==> src/rtl/cmpr_mult_pkg.sv <==
package cmpr_mult_pkg;
    localparam int unsigned OP_W   = 8;
    localparam int unsigned PROD_W = 2 * OP_W;
    // number of (4,2) levels: OP_W rows halve per level down to two
    localparam int unsigned LEVELS = $clog2(OP_W) - 1;
    localparam logic [PROD_W-1:0] PROD_MAX = PROD_W'((2**OP_W - 1) * (2**OP_W - 1));

    typedef logic [PROD_W-1:0] prod_t;

    typedef struct packed {
        prod_t prod;
    } out_reg_t;
endpackage

==> src/rtl/fa_cell.sv <==
module fa_cell (
    input  logic a,
    input  logic b,
    input  logic c,
    output logic s,
    output logic co
);
    assign s  = a ^ b ^ c;
    assign co = (a & b) | (a & c) | (b & c);
endmodule

==> src/rtl/cmpr42_cell.sv <==
module cmpr42_cell (
    input  logic x0,
    input  logic x1,
    input  logic x2,
    input  logic x3,
    input  logic cin,
    output logic sum,
    output logic carry,
    output logic cout
);
    logic s_mid;

    // first full adder: lateral carry-out depends on x0..x2 only
    fa_cell u_fa_lo (.a(x0), .b(x1), .c(x2), .s(s_mid), .co(cout));
    // second full adder folds in the fourth bit and the lateral carry-in
    fa_cell u_fa_hi (.a(s_mid), .b(x3), .c(cin), .s(sum), .co(carry));
endmodule

==> src/rtl/cmpr42_level.sv <==
module cmpr42_level #(
    parameter int unsigned W = 16
) (
    input  logic [W-1:0] r0,
    input  logic [W-1:0] r1,
    input  logic [W-1:0] r2,
    input  logic [W-1:0] r3,
    output logic [W-1:0] s_row,
    output logic [W-1:0] c_row
);
    logic [W-2:0] lat;
    logic [W-2:0] cy;

    for (genvar i = 0; i < W; i++) begin : g_col
        if (i < W - 1) begin : g_cell
            logic cin_i;
            if (i == 0) begin : g_first
                assign cin_i = 1'b0;
            end else begin : g_chain
                assign cin_i = lat[i-1];
            end
            cmpr42_cell u_cell (
                .x0   (r0[i]),
                .x1   (r1[i]),
                .x2   (r2[i]),
                .x3   (r3[i]),
                .cin  (cin_i),
                .sum  (s_row[i]),
                .carry(cy[i]),
                .cout (lat[i])
            );
        end else begin : g_top
            // carries out of the top column fall beyond the product width
            assign s_row[i] = r0[i] ^ r1[i] ^ r2[i] ^ r3[i] ^ lat[i-1];
        end
    end

    assign c_row = {cy, 1'b0};
endmodule

==> src/rtl/pp_array.sv <==
module pp_array #(
    parameter int unsigned N = 8
) (
    input  logic [N-1:0]   mcand,
    input  logic [N-1:0]   mplier,
    output logic [2*N-1:0] pp [N]
);
    localparam int unsigned PW = 2 * N;

    for (genvar j = 0; j < N; j++) begin : g_row
        assign pp[j] = PW'(mcand & {N{mplier[j]}}) << j;
    end
endmodule

==> src/rtl/cmpr_mult.sv <==
module cmpr_mult
    import cmpr_mult_pkg::*;
#(
    parameter bit OUT_REG = 1'b1
) (
    input  logic              clk,
    input  logic              rst_n,
    input  logic [OP_W-1:0]   op_a,
    input  logic [OP_W-1:0]   op_b,
    output logic [PROD_W-1:0] prod
);
    prod_t    pp [OP_W];
    prod_t    fin_s;
    prod_t    fin_c;
    out_reg_t out_d;

    pp_array #(.N(OP_W)) u_pp (
        .mcand (op_a),
        .mplier(op_b),
        .pp    (pp)
    );

    for (genvar l = 0; l < LEVELS; l++) begin : g_lvl
        localparam int unsigned RIN = OP_W >> l;
        prod_t rin  [RIN];
        prod_t rout [RIN/2];

        if (l == 0) begin : g_src_pp
            assign rin = pp;
        end else begin : g_src_prev
            assign rin = g_lvl[l-1].rout;
        end

        for (genvar g = 0; g < RIN / 4; g++) begin : g_grp
            cmpr42_level #(.W(PROD_W)) u_lvl (
                .r0   (rin[4*g]),
                .r1   (rin[4*g+1]),
                .r2   (rin[4*g+2]),
                .r3   (rin[4*g+3]),
                .s_row(rout[2*g]),
                .c_row(rout[2*g+1])
            );
        end
    end

    assign fin_s = g_lvl[LEVELS-1].rout[0];
    assign fin_c = g_lvl[LEVELS-1].rout[1];

    always_comb begin
        out_d      = '0;
        out_d.prod = fin_s + fin_c;
    end

    if (OUT_REG) begin : g_reg
        out_reg_t out_q;
        always_ff @(posedge clk or negedge rst_n) begin
            if (!rst_n) begin
                out_q <= '0;
            end else begin
                out_q <= out_d;
            end
        end
        assign prod = out_q.prod;
    end else begin : g_comb
        assign prod = out_d.prod;
    end
endmodule

==> config.mk <==
export PLATFORM = sky130hd
export DESIGN_NAME = cmpr_mult
export DESIGN_NICKNAME = d
export VERILOG_FILES = /design/src/rtl/cmpr_mult_pkg.sv /design/src/rtl/fa_cell.sv /design/src/rtl/cmpr42_cell.sv /design/src/rtl/cmpr42_level.sv /design/src/rtl/pp_array.sv /design/src/rtl/cmpr_mult.sv
export SDC_FILE = /design/constraint.sdc
export NUM_CORES = 1
export LEC_CHECK = 0
export CAP_MARGIN = 20
export CORE_MARGIN = 8
export CORE_UTILIZATION = 50
export DETAILED_ROUTE_END_ITERATION = 10
export GPL_TIMING_DRIVEN = 0
export PLACE_DENSITY = 0.8
export SLEW_MARGIN = 0
export SYNTH_ARGS = -nofsm -noshare
export SYNTH_HDL_FRONTEND = slang
export SYNTH_HIERARCHICAL = 1
export SYNTH_SLANG_ARGS = --single-unit
export TNS_END_PERCENT = 30
==> constraint.sdc <==
create_clock -name clk -period 0.8 [get_ports clk]
set_input_delay 0.16 -clock clk [delete_from_list [all_inputs] [get_ports clk]]
set_output_delay 0.16 -clock clk [all_outputs]
set_load 0.005 [all_outputs]
Word level (Yosys, flattened, before mapping)

Cells that the tools add are included.

Bits in registers: 16
Input port bits: 18
Output and inout bits: 16
Word-level logic and storage cells: 465

$add $sub $neg: 1
Bitwise operators: 463

Operators with widths:

| operator               | count |
|---|---|
| $and A1 B1 Y1          | 155 |
| $or A1 B1 Y1           | 122 |
| $xor A1 B1 Y1          | 116 |
| $and A8 B8 Y8          | 8 |
| $and A1 B1 Y1 const AB | 20 |
| $add A16 B16 Y16       | 1 |
| $xor A1 B1 Y1 const B  | 14 |
| $and A1 B1 Y1 const A  | 12 |
| $xor A1 B1 Y1 const AB | 10 |
| $and A1 B1 Y1 const B  | 4 |
| $xor A1 B1 Y1 const A  | 2 |

Logic depth before layout (Yosys ltp)

Depth after elaboration: 14
Mapped depth: 12
Mapped depth without buffers: 12

Hierarchy

The synthesis kept the hierarchy.

By module, submodules not included:

| module       | instances | cells each | area an instance (sq um) | seq. area each (sq um) |
|---|---|---|---|---|
| fa_cell      | 90        | 1          | 20.0                     | 0.0 |
| cmpr_mult    | 1         | 123        | 1253.7                   | 400.4 |
| pp_array     | 1         | 129        | 884.6                    | 0.0 |
| cmpr42_level | 3         | 5          | 51.3                     | 0.0 |

Least setup slack after synthesis

OpenSTA, ideal clock, no wires.

Kind: input -> register
Start: input port op_a[7]
End: register g_reg.out_q (netlist bit prod[14])
Setup time: 104 ps
Arrival: 3748 ps
Required time: 696 ps
Setup slack: -3052 ps
Cell stages on the path: 12
Path buffers: 1
Cells stage by stage: and2_1 fa_1 fa_1 fa_1 fa_1 ha_1 buf_6 a211oi_2 o21ai_0 o311a_1 or4b_1 o311ai_1

RTL lines:

| item                 | line            | source |
|---|---|---|
| from (decl)          | cmpr_mult.sv:8  | `input logic [OP_W-1:0] op_a,` |
| to (signal assigned) | cmpr_mult.sv:60 | `out_q <= out_d;` |
| to (decl)            | cmpr_mult.sv:55 | `out_reg_t out_q;` |

==> qor.yml <==
run_status:
  status: "complete, but fails checks"
  violations: "negative hold slack, negative setup slack"
placement:
  dpl.hpwl_microns: 6210
  gp_congestion: 0.862
  dp.cells: 561
  dpl_cell_area_sq_mm: 0.00487
  io_buffers: 33
finish:
  largest_reg_flops: 16
  nets: 604
  area_growth_pct: 29.0
  final_cell_count_no_fill: 584
  final_common_cell: "buf_4"
  antennaDiodeCount: 0
  n_fill_cell: 614
  final_cell_mix: "buf_4 (84), fa_1 (76), conb_1 (70)"
  drive_gt1_frac: 0.395
  stdcell_area_sq_mm: 0.00528
drt:
  wirelength_microns: 7950
  ant_nets: 0
  drtIter0Drc: 64
  wl_per_cell_microns: 13.6
  first_pass_iters: 4
  num_vias: 2720
  drc: 0
  viasPerCell: 4.66
grt:
  grt_remaining_overflow: 0
  grt_max_degree: 17
  antenna_found_initial: 0
  grt_pass1_wl_microns: 13000
  use_met2: 0.244
  grt_pass1_vias: 2872
  grt_use_met3: 0.0254
  gr-usage-all-layers: 0.141
  grt_busiest_layer: "met2"
  grtUsageMet1: 0.177
timing:
  tns_ns: -39.77
  setup-violations-final: 32
  report.final.hold_viol_count: 16
  tightest_slew_ns: 0.636
  slew_headroom: 0.575
  rsz0062_at_grt: "true"
  worst_slack_ns: -3.05
  period_needed_ns: 3.85
  fin_crit_sh: 4.81
  fmax_ghz: 0.260
  hold_ws_ns: -0.0794
  slew_violations: 0
clock_tree:
  cts_made_buffers: 3
  cts-root-buf: "clkbuf_8"
  h-tree-depth: 1
  cts_tree: "done"
  holdBufCountCts: 0
  cts_sinks: 16
  path_clk_slew_ns: 0.06
  cts_buffer_depth: 2
synthesis:
  postSynthCellCount: 357
  seq_area_frac_synth: 0.0978
  avgSynthCellArea_sq_um: 11.5
  mappedNetlistArea_sq_mm: 0.00409
  synth_flop_cell: "dfrtp_1"
  synth-seq-cells: 16
  ys_types: 44
  yosysWarnings: 6
  synth_edf_count: 0
  synth_async_sr_flop_share: 1.00
setup_path:
  path_cells: "buf_8, and2_4, fa_1, fa_1, fa_1, fa_1, ha_1, buf_6, a211oi_4, o21ai_1, o311a_1, or4b_4, o311ai_2"
  cp-end-kind: "register"
  critPathMaxFanout: 5
  cp_data_required_time_ns: 0.95
  cp_common_cell: "fa_1"
  path_class: "input port to register"
  slowest_delay_ns: 0.58
  crit_slowest_cell: "fa_1"
  cp.arrival_ns: 3.99
  startpoint_type: "input port"
die:
  die_y_microns: 106
  dieArea_sq_mm: 0.0113
  pin_count: 34
  core-area_sq_mm: 0.00809
  die_w_microns: 106
  num_rows: 33
  initial_utilization: 0.506
worst_hold_path:
  hold_class: "input port to asynchronous set/reset pin"
flow_run:
  maxCapViolations: 0
pwr:
  p_per_area_mw_per_mm2: 4520
  power_mw: 23.9
  ir_worst_vdd_mv: 2.25
  p_leak_nw: 2.55
## Yosys cell counts (all sizes together), types with 3 or more instances
cell    number  share of area
o21ai        7         0.0086
nor3         6         0.0073
o311ai       3         0.0064
dfrtp       16          0.098
ha          15          0.046
nand3        3         0.0037
nand2        5         0.0046
conb         4         0.0037
nor2         4         0.0037
xnor2        8          0.017
xor2        10          0.021
inv          6         0.0055
a21oi        8          0.015
buf         70           0.13
xnor3        3          0.017
fa          91           0.44
and2        65          0.099
## cell families (layout without fill, tap and decap cells)
logic type	Yosys count	in the layout	share of synthesized area
AO/OA/AOI/OAI	35	35	0.0740
XOR/XNOR	21	21	0.0550
flip-flops	16	16	0.0978
adder cells (fa/ha/maj)	106	106	0.491
other	4	70	0.00367
AND/OR/NAND/NOR	98	98	0.144
buffers and inverters	77	133	0.134
## timing repair
item	4_1_cts	5_1_grt
buffers inserted	12	8
hold endpoints to repair	0	16
setup endpoints to repair	32	48
pin swaps	55	46
gates resized for setup	152	49
## layer usage
layer / share of wire / routed length [microns]
met3: 0.043 / 339
met5: 0 / 0
met1: 0.43 / 3410
met4: 0.012 / 92
met2: 0.52 / 4110
## final cells by class
cell class	count	area (sq um)	area share
repair buffers	52	440	0.0834
well taps	105	131	0.0249
flip-flops and latches	16	400	0.0758
plain buffers	71	542	0.103
multi-input cells	330	3690	0.698
inverters	6	25.0	0.00474
clock buffers	4	55.1	0.0104
## per-stage QoR
stage	hold WS [ns]	worst slack [ns]	utilization
after floorplan	-0.136	-2.96	-
after global placement	0.578	-3.72	0.601
after detailed placement	0.587	-3.81	0.601
after CTS	0.326	-3.04	0.638
after global routing	-0.0239	-3.14	0.653
final	-0.0794	-3.05	0.653
## worst max path at each step
stage / from / endpoint / slack [ns] / cells past startpoint
2_1_floorplan: op_a[1] / prod[14] / -2.96 / 12
3_5_place_dp: op_a[1] / prod[14] / -3.81 / 13
5_1_grt: op_a[3] / prod[14] / -3.14 / 13
4_1_cts: op_b[0] / prod[14] / -3.04 / 13
6_report: op_a[3] / prod[14] / -3.05 / 13
3_3_place_gp: op_a[1] / prod[14] / -3.72 / 13
## worst max-delay path, delay by kind of cell
| family | cells | cell delay (ns) |
|---|---|---|
| buf+inv | 2 | 0.24 |
| fa+ha+maj | 5 | 2.30 |
| simple gates | 2 | 0.67 |
| compound gates | 4 | 0.62 |
## power breakdown
| part | switching [mW] | leakage (nW) | internal (mW) |
|---|---|---|---|
| combinational | 10.6 | 2.34 | 11.1 |
| sequential | 0.0919 | 0.185 | 1.45 |
| clock | 0.243 | 0.0288 | 0.436 |
| total | 10.9 | 2.55 | 12.9 |
Power figures use the tool's default switching activity.
